$ cat config.mk
export PLATFORM = sky130hd
export DESIGN_NAME = ixseq_top
export DESIGN_NICKNAME = d
export VERILOG_FILES = /design/src/rtl/ixseq_pkg.sv /design/src/rtl/ixseq_agen.sv /design/src/rtl/ixseq_modify.sv /design/src/rtl/ixseq_fsm.sv /design/src/rtl/ixseq_top.sv
export SDC_FILE = /design/constraint.sdc
export NUM_CORES = 1
export LEC_CHECK = 0
export BUFFER_PORTS_ARGS = -buffer_cell sky130_fd_sc_hd__buf_2
export CAP_MARGIN = 20
export CORE_MARGIN = 1
export CORE_UTILIZATION = 55
export CTS_CLUSTER_DIAMETER = 50
export DETAILED_ROUTE_END_ITERATION = 6
export MAX_ROUTING_LAYER = met4
export PLACE_DENSITY = 0.87
export SYNTH_ARGS = -nofsm -noshare
export SYNTH_HDL_FRONTEND = slang
export SYNTH_SLANG_ARGS = --single-unit
$ cat constraint.sdc
create_clock -name clk -period 5.22 [get_ports clk]
set_input_delay 0.261 -clock clk [delete_from_list [all_inputs] [get_ports clk]]
set_output_delay 0.261 -clock clk [all_outputs]
set_load 0.01 [all_outputs]
$ cat src/rtl/ixseq_pkg.sv
package ixseq_pkg;
   localparam logic [2:0] MD_ZP_RD  = 3'd0;
   localparam logic [2:0] MD_ABS_RD = 3'd1;
   localparam logic [2:0] MD_ABS_WR = 3'd2;
   localparam logic [2:0] MD_VEC    = 3'd3;
   localparam logic [2:0] MD_RMW    = 3'd4;

   localparam logic [1:0] OP_INC = 2'd0;
   localparam logic [1:0] OP_DEC = 2'd1;
   localparam logic [1:0] OP_SHL = 2'd2;
   localparam logic [1:0] OP_SHR = 2'd3;

   typedef enum logic [2:0] {
      ST_IDLE,
      ST_PEN,
      ST_ACC,
      ST_VHI,
      ST_MOD,
      ST_WB,
      ST_DONE
   } seq_st_e;
endpackage

$ cat src/rtl/ixseq_agen.sv
module ixseq_agen #(
   parameter int DATA_W = 8,
   parameter int ADDR_W = 16
) (
   input  logic [DATA_W-1:0] lo,
   input  logic [DATA_W-1:0] hi,
   input  logic [DATA_W-1:0] idx,
   output logic [ADDR_W-1:0] zp_addr,
   output logic [ADDR_W-1:0] uncorr_addr,
   output logic [ADDR_W-1:0] corr_addr,
   output logic [ADDR_W-1:0] vlo_addr,
   output logic [ADDR_W-1:0] vhi_addr
);
   localparam int PAGE_W = ADDR_W - DATA_W;

   logic [DATA_W:0]   sum;
   logic [DATA_W-1:0] lo_inc;
   logic [PAGE_W-1:0] hi_fix;

   assign sum    = {1'b0, lo} + {1'b0, idx};
   assign lo_inc = lo + {{(DATA_W-1){1'b0}}, 1'b1};
   assign hi_fix = hi + {{(PAGE_W-1){1'b0}}, sum[DATA_W]};

   assign zp_addr     = {{PAGE_W{1'b0}}, sum[DATA_W-1:0]};
   assign uncorr_addr = {hi, sum[DATA_W-1:0]};
   assign corr_addr   = {hi_fix, sum[DATA_W-1:0]};
   assign vlo_addr    = {hi, lo};
   assign vhi_addr    = {hi, lo_inc};
endmodule

$ cat src/rtl/ixseq_modify.sv
module ixseq_modify #(
   parameter int DATA_W = 8
) (
   input  logic [1:0]        op,
   input  logic [DATA_W-1:0] din,
   output logic [DATA_W-1:0] dout
);
   import ixseq_pkg::*;

   always_comb begin
      unique case (op)
         OP_INC:  dout = din + {{(DATA_W-1){1'b0}}, 1'b1};
         OP_DEC:  dout = din - {{(DATA_W-1){1'b0}}, 1'b1};
         OP_SHL:  dout = {din[DATA_W-2:0], 1'b0};
         default: dout = {1'b0, din[DATA_W-1:1]};
      endcase
   end
endmodule

$ cat src/rtl/ixseq_fsm.sv
module ixseq_fsm #(
   parameter int DATA_W = 8,
   parameter int ADDR_W = 16
) (
   input  logic              clk,
   input  logic              rst_n,
   input  logic              start,
   input  logic [2:0]        mode,
   input  logic [1:0]        rmw_op,
   input  logic              revised,
   input  logic [DATA_W-1:0] op_lo,
   input  logic [DATA_W-1:0] op_hi,
   input  logic [DATA_W-1:0] index,
   input  logic [ADDR_W-1:0] last_pc,
   input  logic [DATA_W-1:0] st_data,
   input  logic [DATA_W-1:0] rd_data,
   input  logic [ADDR_W-1:0] zp_addr,
   input  logic [ADDR_W-1:0] uncorr_addr,
   input  logic [ADDR_W-1:0] corr_addr,
   input  logic [ADDR_W-1:0] vlo_addr,
   input  logic [ADDR_W-1:0] vhi_addr,
   input  logic [DATA_W-1:0] mod_result,
   output logic [DATA_W-1:0] lo_q,
   output logic [DATA_W-1:0] hi_q,
   output logic [DATA_W-1:0] idx_q,
   output logic [1:0]        mop_q,
   output logic [DATA_W-1:0] held_q,
   output logic [ADDR_W-1:0] addr,
   output logic              we,
   output logic [DATA_W-1:0] wr_data,
   output logic              valid,
   output logic              done,
   output logic [ADDR_W-1:0] target
);
   import ixseq_pkg::*;

   seq_st_e           st, st_nx;
   logic [2:0]        mode_q;
   logic              rev_q;
   logic [ADDR_W-1:0] pc_q;
   logic [DATA_W-1:0] sd_q, vlo_q, vhi_q;
   logic [DATA_W:0]   sum_now;
   logic              cross_now;
   logic [ADDR_W-1:0] pen_addr;

   assign sum_now   = {1'b0, op_lo} + {1'b0, index};
   assign cross_now = sum_now[DATA_W];
   assign pen_addr  = rev_q ? pc_q : uncorr_addr;

   always_comb begin
      st_nx = st;
      unique case (st)
         ST_IDLE: if (start) begin
            case (mode)
               MD_ZP_RD:  st_nx = ST_PEN;
               MD_ABS_RD: st_nx = cross_now ? ST_PEN : ST_ACC;
               MD_ABS_WR: st_nx = ST_PEN;
               MD_VEC:    st_nx = ST_ACC;
               MD_RMW:    st_nx = ST_PEN;
               default:   st_nx = ST_DONE;
            endcase
         end
         ST_PEN:  st_nx = ST_ACC;
         ST_ACC:  st_nx = (mode_q == MD_VEC) ? ST_VHI :
                          (mode_q == MD_RMW) ? ST_MOD : ST_DONE;
         ST_VHI:  st_nx = ST_DONE;
         ST_MOD:  st_nx = ST_WB;
         ST_WB:   st_nx = ST_DONE;
         default: st_nx = ST_IDLE;
      endcase
   end

   always_ff @(posedge clk) begin
      if (!rst_n) begin
         st     <= ST_IDLE;
         mode_q <= '0;
         rev_q  <= 1'b0;
         pc_q   <= '0;
         sd_q   <= '0;
         lo_q   <= '0;
         hi_q   <= '0;
         idx_q  <= '0;
         mop_q  <= '0;
         held_q <= '0;
         vlo_q  <= '0;
         vhi_q  <= '0;
      end else begin
         st <= st_nx;
         if (st == ST_IDLE && start) begin
            mode_q <= mode;
            rev_q  <= revised;
            pc_q   <= last_pc;
            sd_q   <= st_data;
            lo_q   <= op_lo;
            hi_q   <= op_hi;
            idx_q  <= index;
            mop_q  <= rmw_op;
         end
         if (st == ST_ACC && mode_q == MD_VEC) vlo_q  <= rd_data;
         if (st == ST_ACC && mode_q == MD_RMW) held_q <= rd_data;
         if (st == ST_VHI)                     vhi_q  <= rd_data;
      end
   end

   always_comb begin
      addr    = '0;
      we      = 1'b0;
      wr_data = '0;
      valid   = 1'b0;
      done    = 1'b0;
      unique case (st)
         ST_PEN: addr = (mode_q == MD_ZP_RD) ? vlo_addr & {{(ADDR_W-DATA_W){1'b0}}, {DATA_W{1'b1}}}
                                             : pen_addr;
         ST_ACC: begin
            valid = 1'b1;
            if (mode_q == MD_ZP_RD)    addr = zp_addr;
            else if (mode_q == MD_VEC) addr = vlo_addr;
            else                       addr = corr_addr;
            if (mode_q == MD_ABS_WR) begin
               we      = 1'b1;
               wr_data = sd_q;
            end
         end
         ST_VHI: begin
            addr  = vhi_addr;
            valid = 1'b1;
         end
         ST_MOD: begin
            addr = corr_addr;
            if (!rev_q) begin
               we      = 1'b1;
               wr_data = held_q;
            end
         end
         ST_WB: begin
            addr    = corr_addr;
            we      = 1'b1;
            wr_data = mod_result;
            valid   = 1'b1;
         end
         ST_DONE: done = 1'b1;
         default: ;
      endcase
   end

   assign target = (mode_q == MD_VEC)   ? {vhi_q, vlo_q} :
                   (mode_q == MD_ZP_RD) ? zp_addr : corr_addr;

   // completion strobe lasts one cycle
   a_r10_done_pulse: assert property (@(posedge clk) disable iff (!rst_n)
      done |=> !done);
   // no bus access during the completion cycle
   a_r10_done_quiet: assert property (@(posedge clk) disable iff (!rst_n)
      done |-> (!valid && !we));
   // a garbage write is followed by the real write to the same address
   a_r7_garbage_then_real: assert property (@(posedge clk) disable iff (!rst_n)
      (we && !valid) |=> (we && valid && $stable(addr)));
   // revised variant never writes in the modify cycle
   a_r8_no_garbage_write: assert property (@(posedge clk) disable iff (!rst_n)
      (st == ST_MOD && rev_q) |-> !we);
   // page-zero accesses stay in page zero
   a_r1_zp_page0: assert property (@(posedge clk) disable iff (!rst_n)
      (st == ST_ACC && mode_q == MD_ZP_RD) |-> (addr[ADDR_W-1:DATA_W] == '0));
endmodule

$ cat src/rtl/ixseq_top.sv
module ixseq_top #(
   parameter int DATA_W = 8,
   parameter int ADDR_W = 16
) (
   input  logic              clk,
   input  logic              rst_n,
   input  logic              start,
   input  logic [2:0]        mode,
   input  logic [1:0]        rmw_op,
   input  logic              revised,
   input  logic [DATA_W-1:0] op_lo,
   input  logic [DATA_W-1:0] op_hi,
   input  logic [DATA_W-1:0] index,
   input  logic [ADDR_W-1:0] last_pc,
   input  logic [DATA_W-1:0] st_data,
   input  logic [DATA_W-1:0] rd_data,
   output logic [ADDR_W-1:0] addr,
   output logic              we,
   output logic [DATA_W-1:0] wr_data,
   output logic              valid,
   output logic              done,
   output logic [ADDR_W-1:0] target
);
   localparam int PAGE_W = ADDR_W - DATA_W;

   generate
      if (PAGE_W != DATA_W) begin : g_bad_split
         $error("ixseq_top: ADDR_W must be twice DATA_W");
      end
      if (DATA_W < 2) begin : g_bad_width
         $error("ixseq_top: DATA_W must be at least 2");
      end
   endgenerate

   logic [DATA_W-1:0] lo_q, hi_q, idx_q, held_q, mod_result;
   logic [1:0]        mop_q;
   logic [ADDR_W-1:0] zp_addr, uncorr_addr, corr_addr, vlo_addr, vhi_addr;

   ixseq_agen #(.DATA_W(DATA_W), .ADDR_W(ADDR_W)) u_agen (
      .lo(lo_q), .hi(hi_q), .idx(idx_q),
      .zp_addr(zp_addr), .uncorr_addr(uncorr_addr), .corr_addr(corr_addr),
      .vlo_addr(vlo_addr), .vhi_addr(vhi_addr)
   );

   ixseq_modify #(.DATA_W(DATA_W)) u_mod (
      .op(mop_q), .din(held_q), .dout(mod_result)
   );

   ixseq_fsm #(.DATA_W(DATA_W), .ADDR_W(ADDR_W)) u_fsm (
      .clk(clk), .rst_n(rst_n), .start(start), .mode(mode), .rmw_op(rmw_op),
      .revised(revised), .op_lo(op_lo), .op_hi(op_hi), .index(index),
      .last_pc(last_pc), .st_data(st_data), .rd_data(rd_data),
      .zp_addr(zp_addr), .uncorr_addr(uncorr_addr), .corr_addr(corr_addr),
      .vlo_addr(vlo_addr), .vhi_addr(vhi_addr), .mod_result(mod_result),
      .lo_q(lo_q), .hi_q(hi_q), .idx_q(idx_q), .mop_q(mop_q), .held_q(held_q),
      .addr(addr), .we(we), .wr_data(wr_data), .valid(valid), .done(done),
      .target(target)
   );
endmodule

==> impl_metrics.toml, run 1 <==
[outcome]
outcome = "finished, final reports clean"

[routing]
routed.top_layer = "met4"
avgViaCountPerCell = 5.96
met2WireLength_um = 6520
ant_nets = 0
drtPass1Iterations = 7
post_drt_wl_per_cell_um = 16.5
route.layer.met1.wl_um = 6360
wl_um = 14300
drc_errors = 0
initialDrtViolationCount = 367
dr_total_vias = 5148
detailroute.wirelength.met3_um = 1060

[die]
die_h_um = 98.8
design.die.area_um2 = 9770
core_area_um2 = 8890
core.rowCount = 34
start_util_pct = 58.0
dieWidth_um = 98.8
io-pin-count = 108

[final_layout]
final_net_count = 842
mostFrequentLayoutCell = "sky130_fd_sc_hd__nand2_1"
area.sequential_um2 = 1620
n_antenna_cell = 0
drive_gt1_share_pct = 17.6
synth_to_layout_area_growth_pct = 14.0
utilization_after_layout_pct = 66.1
multiInputGateArea_um2 = 3330
top_library_cells_by_usage_in_the_layout_fill_and_taps_aside = "sky130_fd_sc_hd__nand2_1, sky130_fd_sc_hd__buf_2, sky130_fd_sc_hd__dfxtp_1, sky130_fd_sc_hd__a21boi_0, sky130_fd_sc_hd__o21ai_0"
final.fill_count = 769

[synthesis]
post_synthesis_compound_gate_area_fraction_pct = 26.5
synth_simple_gate_area_share_pct = 24.9
yosys_most_used_dff = "sky130_fd_sc_hd__dfxtp_1"
yosys.cell_types.count = 59
synth_top_family_by_area = "compound AO/OA/AOI/OAI gates"
postSynthAreaPerCell_um2 = 7.65
syn_area_um2 = 5160
synth_warnings = 0
synth.yosys.seq_area_share_pct = 31.4
post_synth_mux_area_share_pct = 3.74
async_reset_ff_share_pct = 0
synth-edff-count = 0
synth_adder_area_share_pct = 6.60
synthesis.nets = 765
netlist_instances = 674
yosys.area_share.xor_xnor_pct = 2.72
postSynthRegisterBits = 81

[pwr]
power_leakage_nw = 2.47
switching_share_pct = 43.8
power_report.internal_total_mw = 1.39
power_density_nw_per_um2 = 419
irDropWorstVdd_v = 0.000219
combPwrFrac_pct = 42.1
p_seq_share_pct = 36.9
power_share_of_the_clock_group_pct = 21.0
p_sw_mw = 1.08

[placed_design]
gp_routability_congestion = 0.960
placement.setup.worst_slack_ps = 1800
portbufs = 107
post-dp-hpwl_um = 10400

[setup_path]
critical_path.reg2reg.startpoint = "u_fsm.st[0]"
worstPathRequired_ps = 4960
criticalPathCategory = "reg -> out"
cp_max_fo = 8
worst_setup_path_start_kind = "register"
worst_ep_arrival_time_ps = 3620
end_kind = "output port"
crit_path_start = "u_fsm.lo_q[0]"

[timing]
unrepaired_setup_endpoints_after_global_routing = "no"
min_period_over_period_pct = 74.3
final_critical_path_setup_slack_ps = 1340
fin_setup_tns_ps = 0
post-route-min-period_ps = 3880
maximum_frequency_from_static_timing_analysis_mhz = 258
number_of_setup_violations_in_the_final_report = 0
relSlewSlack_pct = 30.5
maximum_clock_skew_at_final_layout_ps = 8.08
tightestPinTransition_ps = 1040
finalHoldViolations = 0
report.final.slew_viol_count = 0

[global_routing]
grt_start_max_net_pins = 62
grt_first_pass_wirelength_um = 23400
number_of_antenna_violations_at_the_first_check_in_global_routing = 0
via_count_of_the_first_global_routing_pass = 4948
global_route.overflow_total = 0
grt_use_total_pct = 31.0

[cts]
holdBufCountCts = 0
clock_tree.root_cell = "sky130_fd_sc_hd__clkbuf_8"
clkTransAtPathRegs_ps = 90
cts_repair_resize_count = 0
cts_max_path_buffers = 2
cts.sink_count = 81
tritoncts = "done"
insertion_delay_ps = 370
cts_made_buffers = 9
htreeDepth = 3
post-cts-setup-buffers = 0

[min_path]
worstHoldPathType = "in -> reg"
min_from = "last_pc[9]"

[job]
max_cap_violations = 0
## kinds of logic (layout without fill, tap and decap cells)
| family | count (synthesis) | after routing |
|---|---|---|
| and+or+nand+nor | 285 | 285 |
| xor gates and xnor gates | 16 | 16 |
| DFF | 81 | 81 |
| buffers and inverters | 50 | 132 |
| AOI/OAI and AO/OA | 197 | 197 |
| muxes | 19 | 19 |
| adders and majority gates | 26 | 26 |
## critical path, stage by stage (launching register included)
cell and delay [ps]:
sky130_fd_sc_hd__dfxtp_1 470, sky130_fd_sc_hd__ha_1 250, sky130_fd_sc_hd__inv_1 70, sky130_fd_sc_hd__fa_1 420, sky130_fd_sc_hd__nor2b_1 180, sky130_fd_sc_hd__o31a_1 180
sky130_fd_sc_hd__o31a_1 140, sky130_fd_sc_hd__o21ai_0 70, sky130_fd_sc_hd__nand2b_1 120, sky130_fd_sc_hd__ha_1 210, sky130_fd_sc_hd__nand3_1 90, sky130_fd_sc_hd__nor2_1 240
sky130_fd_sc_hd__nand3_1 170, sky130_fd_sc_hd__xor2_1 180, sky130_fd_sc_hd__o21ai_0 270, sky130_fd_sc_hd__buf_2 190
## registers in the layout, indices dropped and copies added, names as in the netlist
signal	count
u_fsm.rev_q	1
u_fsm.vlo_q	8
u_fsm.vhi_q	8
u_fsm.st	3
u_fsm.sd_q	8
u_fsm.mode_q	3
u_fsm.pc_q	16
u_fsm.hi_q	8
u_fsm.held_q	8
u_fsm.idx_q	8
u_fsm.lo_q	8
u_fsm.mop_q	2
## cell usage after synthesis, types with 3 or more instances
cell type | instances | share of area [%]
sky130_fd_sc_hd__a22oi_1 | 11 | 1.6
sky130_fd_sc_hd__nand3_1 | 13 | 1.3
sky130_fd_sc_hd__dfxtp_1 | 81 | 31
sky130_fd_sc_hd__o211ai_1 | 7 | 1.0
sky130_fd_sc_hd__nor4b_1 | 3 | 0.51
sky130_fd_sc_hd__a21boi_0 | 71 | 10
sky130_fd_sc_hd__and2_1 | 3 | 0.36
sky130_fd_sc_hd__nor3b_1 | 7 | 1.0
sky130_fd_sc_hd__nor3_1 | 6 | 0.58
sky130_fd_sc_hd__nor2b_1 | 14 | 1.7
sky130_fd_sc_hd__ha_1 | 24 | 5.8
sky130_fd_sc_hd__o21bai_1 | 3 | 0.44
sky130_fd_sc_hd__xnor2_1 | 9 | 1.5
sky130_fd_sc_hd__a21oi_1 | 19 | 1.8
sky130_fd_sc_hd__o21a_1 | 5 | 0.73
sky130_fd_sc_hd__a21o_1 | 4 | 0.58
sky130_fd_sc_hd__o21ai_0 | 42 | 4.1
sky130_fd_sc_hd__a211oi_1 | 4 | 0.58
sky130_fd_sc_hd__xor2_1 | 7 | 1.2
sky130_fd_sc_hd__a32oi_1 | 3 | 0.51
sky130_fd_sc_hd__a221oi_1 | 5 | 0.85
sky130_fd_sc_hd__nand2_1 | 186 | 14
sky130_fd_sc_hd__buf_2 | 8 | 0.78
sky130_fd_sc_hd__nand2b_1 | 8 | 0.97
sky130_fd_sc_hd__a22o_1 | 3 | 0.51
sky130_fd_sc_hd__nor2_1 | 24 | 1.7
sky130_fd_sc_hd__clkbuf_1 | 32 | 2.3
sky130_fd_sc_hd__mux2i_1 | 17 | 3.3
sky130_fd_sc_hd__and3_1 | 5 | 0.61
sky130_fd_sc_hd__inv_1 | 7 | 0.51
## metrics by stage
stage                     hold slack [ps]  instance area, um2  instances  power [mW]
after floorplan                       406                5160        674        1.61
after global routing                  135                5880        864        2.62
after global placement                452                5660        848        1.90
final                                 128                5880        864        2.47
after CTS                             124                5880        864        2.45
after detailed placement              459                5660        848        1.94
## area by class of cell
type                    count  area share, %
clock buffers              10           2.17
multi-input cells         543           56.6
well taps                 108           2.30
repair buffers            109           9.36
inverters                   7          0.447
clock inverters             6           1.57
flip-flops and latches     81           27.6
## worst paths after layout
check | end | slack, ps | cells after the start
max reg2reg | u_fsm.pc_q[10] | 3080 | 4
min | u_fsm.pc_q[9] | 130 | 3
max | addr[15] | 1340 | 15
min reg2reg | u_fsm.vlo_q[4] | 470 | 2
## power groups by stage
stage / registers, mW / logic, mW / clock network, mW
after floorplan: 0.812 / 0.795 / 0
after global placement: 0.909 / 0.990 / 0
after detailed placement: 0.918 / 1.02 / 0
after CTS: 0.904 / 1.02 / 0.519
after global routing: 0.930 / 1.15 / 0.544
final: 0.911 / 1.04 / 0.517
## metal layers
layer / track usage, % / vias to the layer above
met2: 49.3 / 203
met4: 11.6 / 0
li1: - / 2517
met1: 38.7 / 2394
met5: - / -
met3: 6.38 / 34
Power figures use the tool's default switching activity.
==> inputs of run 2 (changes only) <==
Settings changed: CORE_UTILIZATION 55 to 50, PLACE_DENSITY 0.87 to 0.84.
Clock period 5.22 ns to 3.2 ns, I/O delays scaled along.
==> run 2 against run 1 <==
- clock power is 99% higher
- combinational power is 77% higher
- critical path depth is 1 lower
- largest cell class unchanged
- die area is 9.8% higher
- critical endpoint is now addr[12]
- clock skew is 2.6 ps higher
- global-route usage is 1.7 points lower
- highest routed layer unchanged
- sequential cell count stayed put
- first-iteration DRC count is 9.0% higher
- critical path type unchanged
==> impl_metrics.toml, run 2 (synthesized netlist as in run 1, its figures left out) <==
[outcome]
outcome = "finished, final reports clean"

[final_layout]
mostFrequentLayoutCell = "sky130_fd_sc_hd__nand2_1"
final_net_count = 858
n_antenna_cell = 0
max_ffs_per_register = 16
synth_to_layout_area_growth_pct = 19.6
drive_gt1_share_pct = 21.8
top_register = "u_fsm.pc_q"
top_library_cells_by_usage_in_the_layout_fill_and_taps_aside = "sky130_fd_sc_hd__nand2_1, sky130_fd_sc_hd__buf_2, sky130_fd_sc_hd__dfxtp_1, sky130_fd_sc_hd__a21boi_0, sky130_fd_sc_hd__o21ai_0"
final_cell_count_no_fill = 905

[setup_path]
ff2ff_path_depth = 5
end_kind = "output port"
regToRegSetupSlack_ps = 1030
slowest_stage = "sky130_fd_sc_hd__dfxtp_2"
worstPathRequired_ps = 3040
critPathTopFamily = "compound AO/OA/AOI/OAI gates"
worstReg2RegEnd = "u_fsm.sd_q[5]"
worst_ep_arrival_time_ps = 3000
timing.critical_path.slowest_cell_delay_ps = 340
buffer_and_inverter_count_on_the_worst_path = 2
criticalPathCategory = "reg -> out"
crit_path_cell_trace = "ha_4 -> inv_2 -> fa_2 -> nor2b_2 -> o31a_1 -> o31a_1 -> o21ai_1 -> nand2b_1 -> ha_2 -> ha_4 -> and3_4 -> xnor2_2 -> o221ai_1 -> buf_2"
critical_path.reg2reg.startpoint = "u_fsm.st[0]"
cp_max_fo = 4
crit_path_start = "u_fsm.lo_q[0]"
worst_setup_path_start_kind = "register"

[cts]
cts_made_buffers = 9
clock_tree.root_cell = "sky130_fd_sc_hd__clkbuf_8"
tritoncts = "done"
insertion_delay_ps = 370
holdBufCountCts = 0
cts_max_path_buffers = 2
clkTransAtPathRegs_ps = 100
htreeDepth = 3
cts.sink_count = 81

[min_path]
timing.hold.worst_endpoint = "u_fsm.sd_q[4]"
worstHoldPathCells = 3
worstHoldPathType = "in -> reg"
min_from = "st_data[4]"

[timing]
fin_setup_tns_ps = 0
report.final.slew_viol_count = 0
number_of_setup_violations_in_the_final_report = 0
unrepaired_setup_endpoints_after_global_routing = "yes"
final_critical_path_setup_slack_ps = 42.9
min_period_over_period_pct = 98.7
post-route-min-period_ps = 3160
tightestPinTransition_ps = 1010
finalHoldViolations = 0
maximum_frequency_from_static_timing_analysis_mhz = 317
relSlewSlack_pct = 32.3
maximum_clock_skew_at_final_layout_ps = 10.6

[pwr]
power_leakage_nw = 2.58
irDropWorstVdd_v = 0.000352
power_density_nw_per_um2 = 699

[routing]
avgViaCountPerCell = 5.79
drtPass1Iterations = 6
wl_um = 14900
ant_nets = 0
initialDrtViolationCount = 400
dr_total_vias = 5243
post_drt_wl_per_cell_um = 16.5
drc_errors = 0

[global_routing]
number_of_antenna_violations_at_the_first_check_in_global_routing = 0
grt_first_pass_wirelength_um = 24800
grt_start_max_net_pins = 55
global_route.overflow_total = 0
grt_use_total_pct = 29.3
via_count_of_the_first_global_routing_pass = 5117

[die]
dieWidth_um = 104
core.rowCount = 36
core_area_um2 = 9860
die_h_um = 104
io-pin-count = 108
design.die.area_um2 = 10700
start_util_pct = 52.3

[job]
max_cap_violations = 0

[placed_design]
gp_routability_congestion = 0.892
post-dp-hpwl_um = 10800
placement.setup.worst_slack_ps = 155
place.detailed.instances = 884
portbufs = 107
==> run 2: changes by cell type in the layout (fill, tap and decap cells not counted), sizes merged <==
cell / previous run / this run
buf: 109 / 125
inv: 7 / 10
bufinv: 2 / 4
clkinv: 2 / 0
clkinvlp: 2 / 0
clkbuf: 10 / 9
==> run 2: how the worst max path moves through the flow <==
stage / endpoint / slack [ps] / depth (start not counted)
2_1_floorplan: addr[14] / 350 / 14
3_3_place_gp: addr[14] / 210 / 13
3_5_place_dp: addr[14] / 150 / 13
4_1_cts: addr[14] / -70 / 15
5_1_grt: target[14] / -120 / 15
6_report: addr[12] / 40 / 14
==> run 2: metrics by stage <==
step	power, mW	utilization, %	instance area, um2	hold slack (ps)
6_report	4.32	62.6	6170	30.8
5_1_grt	4.60	62.6	6170	29.0
4_1_cts	4.28	62.2	6130	23.4
3_5_place_dp	3.22	58.5	5770	421
3_3_place_gp	3.18	58.5	5770	410
2_1_floorplan	2.62	-	5160	305
==> run 2: final cells by class <==
type / instances / area (um2)
clock buffers: 9 / 124
flip-flops and latches: 81 / 1630
repair buffers: 125 / 671
clock inverters: 7 / 149
multi-input cells: 543 / 3410
well taps: 133 / 166
fillers: 855 / 3690
inverters: 7 / 26.3
==> run 2: worst min-delay path: cells and delay by family <==
kind / cells / cell delay (ps)
buffers and inverters: 1 / 90
AOI/OAI and AO/OA: 1 / 60
and+or+nand+nor: 1 / 40
==> run 2: routing by layer <==
| layer | global-route usage [%] | routed length [um] | part of all wire (%) |
|---|---|---|---|
| met1 | 37.4 | 6420 | 43 |
| met2 | 46.1 | 7060 | 47 |
| met3 | 4.28 | 1090 | 7.3 |
| met4 | 12.8 | 360 | 2.4 |
| met5 | - | 0 | 0 |
==> run 2: power breakdown <==
group / switching (mW) / total, mW / internal, mW / leakage, nW
clock: 0.423 / 1.03 / 0.609 / 0.136
combinational: 1.16 / 1.84 / 0.677 / 1.79
sequential: 0.246 / 1.45 / 1.20 / 0.663
==> run 2: timing repair <==
action,CTS,global route
resized for setup,20,9
setup buffers,3,2
pin swaps,8,7
setup endpoints to repair,11,13
